### config.mk
export PLATFORM = sky130hd
export DESIGN_NAME = scanline_irq_unit
export DESIGN_NICKNAME = d
export VERILOG_FILES = /design/src/rtl/scanline_irq_pkg.sv /design/src/rtl/sirq_cfg_regs.sv /design/src/rtl/sirq_line_tracker.sv /design/src/rtl/sirq_pending.sv /design/src/rtl/scanline_irq_unit.sv
export SDC_FILE = /design/constraint.sdc
export NUM_CORES = 1
export LEC_CHECK = 0
export BUFFER_PORTS_ARGS = -buffer_cell sky130_fd_sc_hd__buf_2
export CAP_MARGIN = 20
export CORE_MARGIN = 4
export CORE_UTILIZATION = 49
export DETAILED_ROUTE_END_ITERATION = 12
export GPL_ROUTABILITY_DRIVEN = 0
export GPL_TIMING_DRIVEN = 0
export PLACE_DENSITY_LB_ADDON = 0.25
export RECOVER_POWER = 50
export SLEW_MARGIN = 0
export SYNTH_ARGS = -nofsm -noshare
export SYNTH_HDL_FRONTEND = slang
export SYNTH_SLANG_ARGS = --single-unit
### constraint.sdc
create_clock -name clk -period 2.1 [get_ports clk]
set_clock_uncertainty 0.15 [all_clocks]
set_input_delay 0.525 -clock clk [delete_from_list [all_inputs] [get_ports clk]]
set_output_delay 0.525 -clock clk [all_outputs]
set_load 0.01 [all_outputs]
### src/rtl/scanline_irq_pkg.sv
// Shared constants for the raster line interrupt counter.
// Assumes an 8-bit processor data path for the register port.
package scanline_irq_pkg;
    localparam int DATA_W     = 8;
    localparam int PEND_BIT   = 7;
    localparam int FRAME_BIT  = 6;
    localparam int ENABLE_BIT = 7;
endpackage

### src/rtl/sirq_cfg_regs.sv
// Holds the software-written target line and the interrupt enable.
// Assumes single-cycle write strobes; wr_sel picks the register.
module sirq_cfg_regs #(
    parameter int LINE_W = 8
) (
    input  logic                                clk,
    input  logic                                rst_n,
    input  logic                                wr_en,
    input  logic                                wr_sel,
    input  logic [scanline_irq_pkg::DATA_W-1:0] wr_data,
    output logic [LINE_W-1:0]                   target,
    output logic                                irq_enable
);
    import scanline_irq_pkg::*;

    // Load the target or the enable bit on a write.
    always_ff @(posedge clk) begin
        if (!rst_n) begin
            target     <= '0;
            irq_enable <= 1'b0;
        end else if (wr_en) begin
            if (wr_sel) irq_enable <= wr_data[ENABLE_BIT];
            else        target     <= wr_data[LINE_W-1:0];
        end
    end
endmodule

### src/rtl/sirq_line_tracker.sv
// Tracks the in-frame flag and the up-counter of lines within the frame.
// Reports a frame-opening event and a post-increment match with the target.
// Assumes line_pulse is a one-cycle pulse; it is ignored while render_on is low.
// The counter is one bit wider than the target and saturates, so that a
// target of 0 can never be matched.
module sirq_line_tracker #(
    parameter int LINE_W = 8
) (
    input  logic              clk,
    input  logic              rst_n,
    input  logic              line_pulse,
    input  logic              render_on,
    input  logic [LINE_W-1:0] target,
    output logic              in_frame,
    output logic              frame_open,
    output logic              line_match
);
    localparam int CNT_W = LINE_W + 1;

    logic [CNT_W-1:0] line_cnt;
    logic [CNT_W-1:0] cnt_next;
    logic             live_pulse;

    // Decode the pulse and form the incremented count.
    always_comb begin
        live_pulse = line_pulse && render_on;
        cnt_next   = (line_cnt == {CNT_W{1'b1}}) ? line_cnt : line_cnt + 1'b1;
        frame_open = live_pulse && !in_frame;
        line_match = live_pulse && in_frame && (cnt_next == {1'b0, target});
    end

    // Update the in-frame flag and the counter.
    always_ff @(posedge clk) begin
        if (!rst_n) begin
            in_frame <= 1'b0;
            line_cnt <= '0;
        end else if (!render_on) begin
            in_frame <= 1'b0;
        end else if (frame_open) begin
            in_frame <= 1'b1;
            line_cnt <= '0;
        end else if (live_pulse) begin
            line_cnt <= cnt_next;
        end
    end
endmodule

### src/rtl/sirq_pending.sv
// Pending flag. A match sets it, a frame opening clears it, and a status read
// acknowledges it. A match takes priority over a read in the same cycle.
module sirq_pending (
    input  logic clk,
    input  logic rst_n,
    input  logic line_match,
    input  logic frame_open,
    input  logic rd_stat,
    output logic pending
);
    // Resolve set and clear requests by priority.
    always_ff @(posedge clk) begin
        if (!rst_n)          pending <= 1'b0;
        else if (line_match) pending <= 1'b1;
        else if (frame_open) pending <= 1'b0;
        else if (rd_stat)    pending <= 1'b0;
    end
endmodule

### src/rtl/scanline_irq_unit.sv
// Raster line interrupt counter: top level.
// Connects the configuration registers, the line tracker and the pending flag.
// Drives the status byte and the active-low interrupt level. Both outputs are
// combinational views of registered state.
module scanline_irq_unit #(
    parameter int LINE_W = 8
) (
    input  logic                                clk,
    input  logic                                rst_n,
    input  logic                                line_pulse,
    input  logic                                render_on,
    input  logic                                wr_en,
    input  logic                                wr_sel,
    input  logic [scanline_irq_pkg::DATA_W-1:0] wr_data,
    input  logic                                rd_stat,
    output logic [scanline_irq_pkg::DATA_W-1:0] status,
    output logic                                irq_n
);
    import scanline_irq_pkg::*;

    logic [LINE_W-1:0] target;
    logic              irq_enable;
    logic              in_frame;
    logic              frame_open;
    logic              line_match;
    logic              pending;

    sirq_cfg_regs #(.LINE_W(LINE_W)) u_cfg (
        .clk        (clk),
        .rst_n      (rst_n),
        .wr_en      (wr_en),
        .wr_sel     (wr_sel),
        .wr_data    (wr_data),
        .target     (target),
        .irq_enable (irq_enable)
    );

    sirq_line_tracker #(.LINE_W(LINE_W)) u_track (
        .clk        (clk),
        .rst_n      (rst_n),
        .line_pulse (line_pulse),
        .render_on  (render_on),
        .target     (target),
        .in_frame   (in_frame),
        .frame_open (frame_open),
        .line_match (line_match)
    );

    sirq_pending u_pend (
        .clk        (clk),
        .rst_n      (rst_n),
        .line_match (line_match),
        .frame_open (frame_open),
        .rd_stat    (rd_stat),
        .pending    (pending)
    );

    // Assemble the status byte and the interrupt level.
    always_comb begin
        status            = '0;
        status[PEND_BIT]  = pending;
        status[FRAME_BIT] = in_frame;
        irq_n             = !(pending && irq_enable);
    end
endmodule

# [Word-level counts from Yosys, hierarchy flattened]
# Cells that the tools add are included.
[totals] elab_cells=28 ff_bits=20
[classes] n_addsub=1 n_mux=6 n_eq_ne=2 reduce_logical=13 n_bitwise=1
[op_table] op="9-bit 2-to-1 mux" count=3
[op_table] op="9-bit by 1-bit adder with 9-bit output (second input constant)" count=1
[op_table] op="9-bit by 8-bit == test with 1-bit output" count=1
[op_table] op="9-bit == test (second input constant)" count=1
[op_table] op="2-bit AND reduction" count=4
[op_table] op="1-bit logical AND" count=5
[op_table] op="1-bit 2-to-1 mux" count=3
[op_table] op="3-bit nonzero test" count=1
[op_table] op="1-bit zero test" count=2
[op_table] op="2-bit nonzero test" count=1
[op_table] op="1-bit NOT" count=1

# [Longest topological paths before layout]
[logic_depth] ltp_word=5 ltp_mapped=8

# [Modules after synthesis]
# Synthesis repeated with hierarchy kept, for this count alone.
[hier_totals] cells_unflattened=155 area_unflattened_um2=1300.0
[modules_own_cells] module="sirq_line_tracker" n_inst=1 cells_each=102 area_each_um2=807.0
[modules_own_cells] module="sirq_cfg_regs" n_inst=1 cells_each=40 area_each_um2=385.4
[modules_own_cells] module="scanline_irq_unit" n_inst=1 cells_each=10 area_each_um2=67.6
[modules_own_cells] module="sirq_pending" n_inst=1 cells_each=3 area_each_um2=40.0

# [Worst setup path after synthesis]
# Ideal clock, no wire load.
[synth_timing] path_kind="reg2reg" startpoint="register u_track.line_cnt[0]" endpoint="register u_pend.pending" period_less_slack_ns=2.222 stages_incl_launch_ff=8 setup_slack_ns=-0.122 arrival_ns=1.984 path_cell_list="dfxtp_1 -> ha_1 -> nand4_2 -> or3_1 -> o221ai_1 -> o21ai_1 -> or4_1 -> o32ai_2"
[synth_via] elab_chain_cells=5
[synth_rtl] item="start, declared" line_no="sirq_line_tracker.sv:20" text="logic [CNT_W-1:0] line_cnt;"
[synth_rtl] item="start signal, assigned" line_no="sirq_line_tracker.sv:43" text="line_cnt <= cnt_next;"
[synth_rtl] item="9-bit by 1-bit adder with 9-bit output / 9-bit == test (equally long branches)" line_no="sirq_line_tracker.sv:27" text="cnt_next = (line_cnt == {CNT_W{1'b1}}) ? line_cnt : line_cnt + 1'b1;"
[synth_rtl] item="9-bit 2-to-1 mux (*)" line_no="sirq_line_tracker.sv:27"
[synth_rtl] item="9-bit by 8-bit == test with 1-bit output (*)" line_no="sirq_line_tracker.sv:29" text="line_match = live_pulse && in_frame && (cnt_next == {1'b0, target});"
[synth_rtl] item="1-bit logical AND (*)" line_no="sirq_line_tracker.sv:29"
[synth_rtl] item="3-bit nonzero test (no line) / 1-bit 2-to-1 mux (equally long branches)"
[synth_rtl] item="end signal, assigned" line_no="sirq_pending.sv:13" text="if (!rst_n) pending <= 1'b0;"
[synth_rtl] item="end signal, assigned" line_no="sirq_pending.sv:14" text="else if (line_match) pending <= 1'b1;"
[synth_rtl] item="end signal, assigned" line_no="sirq_pending.sv:15" text="else if (frame_open) pending <= 1'b0;"
[synth_rtl] item="end, declared" line_no="sirq_pending.sv:9" text="output logic pending"
# Mark *: on every way between the ends. The rest lies on a longest branch, timed or not.
# A chain may end at the register's enable or synchronous reset.

# [Worst setup path after layout]
[layout_timing] startpoint="register u_track.line_cnt[6]" endpoint="register u_pend.pending"
# The elaborated chain is that of the path after synthesis.

==> results.toml <==
[clock_tree]
cts_root_buf = "clkbuf_4"
cts_tree = "yes"
insertion_delay_ps = 320
cts_sinks = 20
cts_hold_buf = 0
cts.path.max_buffers = 2
worst_setup_hold_path_clk_slew_ps = 120
cts-buffers-inserted = 3
cts_max_level = 1

[grt]
track_usage_pct = 19.2
grt_pass1_wl_mm = 5.22
first_global_vias = 1177
overflow = 0
grt_max_degree = 13
antenna_found_initial = 0

[synthesis]
synth-edff-count = 0
synth-xor-area-share_pct = 4.85
seq_area_frac_synth_pct = 31.7
synthMuxAreaShare_pct = 8.12
synth_warnings = 0
synth_compound_area_share_pct = 20.4
synthFlopType = "dfxtp_1"
synth_largest_area_cell = "dfxtp_1"
synth_top_cell_area_share_pct = 31.7
synth_area_leaders = "dfxtp_1, mux2i_1, buf_4"
syn-instance-count = 155
ys_ff_latch = 20
syn_avg_cell_area_sq_um = 8.15
yosysUniqueCellTypes = 42
synth-simple-area-share_pct = 23.7
synth_fa_ha_area_share_pct = 0.990
synth_top_family_by_area = "simple AND/OR/NAND/NOR gates"
async_flop_share_pct = 0
syn_area_sq_um = 1260

[layout]
final_nets = 207
n_fill_cell = 213
final_core_util_pct = 65.8
antenna_cells = 0
layout-drive-gt1-share_pct = 32.6
fin_cells = 220
fin_area_sq_um = 1630
syn2layout_area_growth_pct = 28.9

[sta]
fin_crit_sh_pct = 98.8
max_freq_mhz = 482
slew-limit-headroom_pct = 60.7
setup_tns_ps = 0
setup_viol = 0
period_needed_ps = 2070
hold_viol = 0
setup_slack_ps = 25.7
tightest_slew_ps = 589
slew_viol_final = 0

[setup_path]
required_ps = 2190
crit_path_start_kind = "register"
rr_worst_depth = 7
path_max_fanout = 6
arrival_ps = 2170
crit_path_end_kind = "register"
critPathKind = "register to register"

[die]
coreArea_sq_um = 2480
die_h_um = 58.8
die_area_sq_um = 3460
ios = 24
rows = 18
die_x_um = 58.8
start_util_pct = 51.0

[route]
drtIter0Drc = 63
drt-total-wl_mm = 3.16
final_antenna_net_count = 0
via_per_inst = 5.75
avgRoutedWirePerCell_um = 14.3
vias = 1264
dr.pass1.iters = 4
route.detailed.drc = 0

[power]
power.density_nw_per_um2 = 500
peakVddDrop_mv = 0.362
p_leak_uw = 0.000660

[placement]
dp_hpwl_mm = 2.16
place_ws_ps = -151
placed_area_sq_um = 1420
place_inst = 207
numPortBuffers = 17

[job]
drv_cap = 0

[hold_path]
hold_depth = 2
worstHoldPathType = "input port to register"

[outcome]
status = "finished, final reports clean"
## through the flow
step	hold slack, ps	total power (uW)
5_1_grt	251	845
2_1_floorplan	294	471
6_report	251	815
3_5_place_dp	327	502
4_1_cts	262	817
3_3_place_gp	306	498
## state kept, by name, summed over array words and instances, names as in the netlist
register          cells
u_track.line_cnt      9
u_cfg.target          8
u_cfg.irq_enable      1
u_pend.pending        1
u_track.in_frame      1
## layout by cell type (no fill, tap or decap), types with 5 or more instances in the layout
cell / Yosys / routed
buf_4: 10 / 17
buf_2: 2 / 14
dfxtp_1: 20 / 12
nand2_1: 12 / 11
nor2b_1: 11 / 11
nand3_1: 10 / 10
clkbuf_1: 7 / 9
nor2_1: 10 / 9
mux2i_1: 8 / 8
a21oi_1: 8 / 8
o21ai_0: 7 / 6
conb_1: 1 / 6
dfxtp_2: 0 / 5
## path summary, 6_finish.rpt
| kind | from | endpoint | slack (ps) |
|---|---|---|---|
| hold reg to reg | u_cfg.irq_enable | u_cfg.irq_enable | 350 |
| setup reg to reg | u_track.line_cnt[6] | u_pend.pending | 30 |
| setup / recovery | u_track.line_cnt[6] | u_pend.pending | 30 |
| hold / removal | rd_stat | u_pend.pending | 250 |
## power by group
part	switching (uW)	internal, uW
combinational	47.7	48.9
sequential	9.41	385
clock	131	193
## critical path, cell delays in order (launching register included)
cell and delay, ps:
dfxtp_2 350, buf_6 120, nand4_4 120, or3_4 400
o221ai_2 130, o21ai_1 100, or4_4 550, o32ai_2 90
## synth_stat cells, types with 3 or more instances
cell type  instances
buf_4             10
clkbuf_1           7
o21ai_0            7
xor2_1             3
inv_1              4
mux2i_1            8
nor2_1            10
nand2_1           12
xnor2_1            4
nor3_1             3
nor2b_1           11
a21oi_1            8
nand3_1           10
dfxtp_1           20
## repair_timing
| action | in CTS | in global routing |
|---|---|---|
| setup buffers | 3 | 6 |
| pin swaps | 6 | 5 |
| setup endpoints to repair | 2 | 2 |
| cloned | 0 | 0 |
| resized for setup | 15 | 13 |
## cell families after synthesis
| group | Yosys count |
|---|---|
| and+or+nand+nor | 56 |
| AOI/OAI and AO/OA | 37 |
| buffers and inverters | 23 |
| DFF | 20 |
| muxes | 10 |
| xor gates and xnor gates | 7 |
| adders and majority gates | 1 |
| other | 1 |
## cell type report
class | instances | area (sq um) | share of cell area (%)
tap | 30 | 37.5 | 2.30
clock buffer | 3 | 22.5 | 1.38
clock inverter | 1 | 30.0 | 1.84
inverter | 4 | 15.0 | 0.922
multi-input combinational | 117 | 825 | 50.6
buffer | 19 | 133 | 8.14
sequential | 20 | 418 | 25.7
timing repair buffer | 26 | 149 | 9.14
## routing by layer
metal  part of all wire [%]  vias to the layer above  global-route usage [%]
met5                      0                        -                       0
met1                     43                      593                    24.7
met4                    1.9                        0                    5.83
met2                     49                       52                    32.8
li1                       -                      612                       -
met3                    6.2                        7                    2.85
Power figures use the tool's default switching activity.
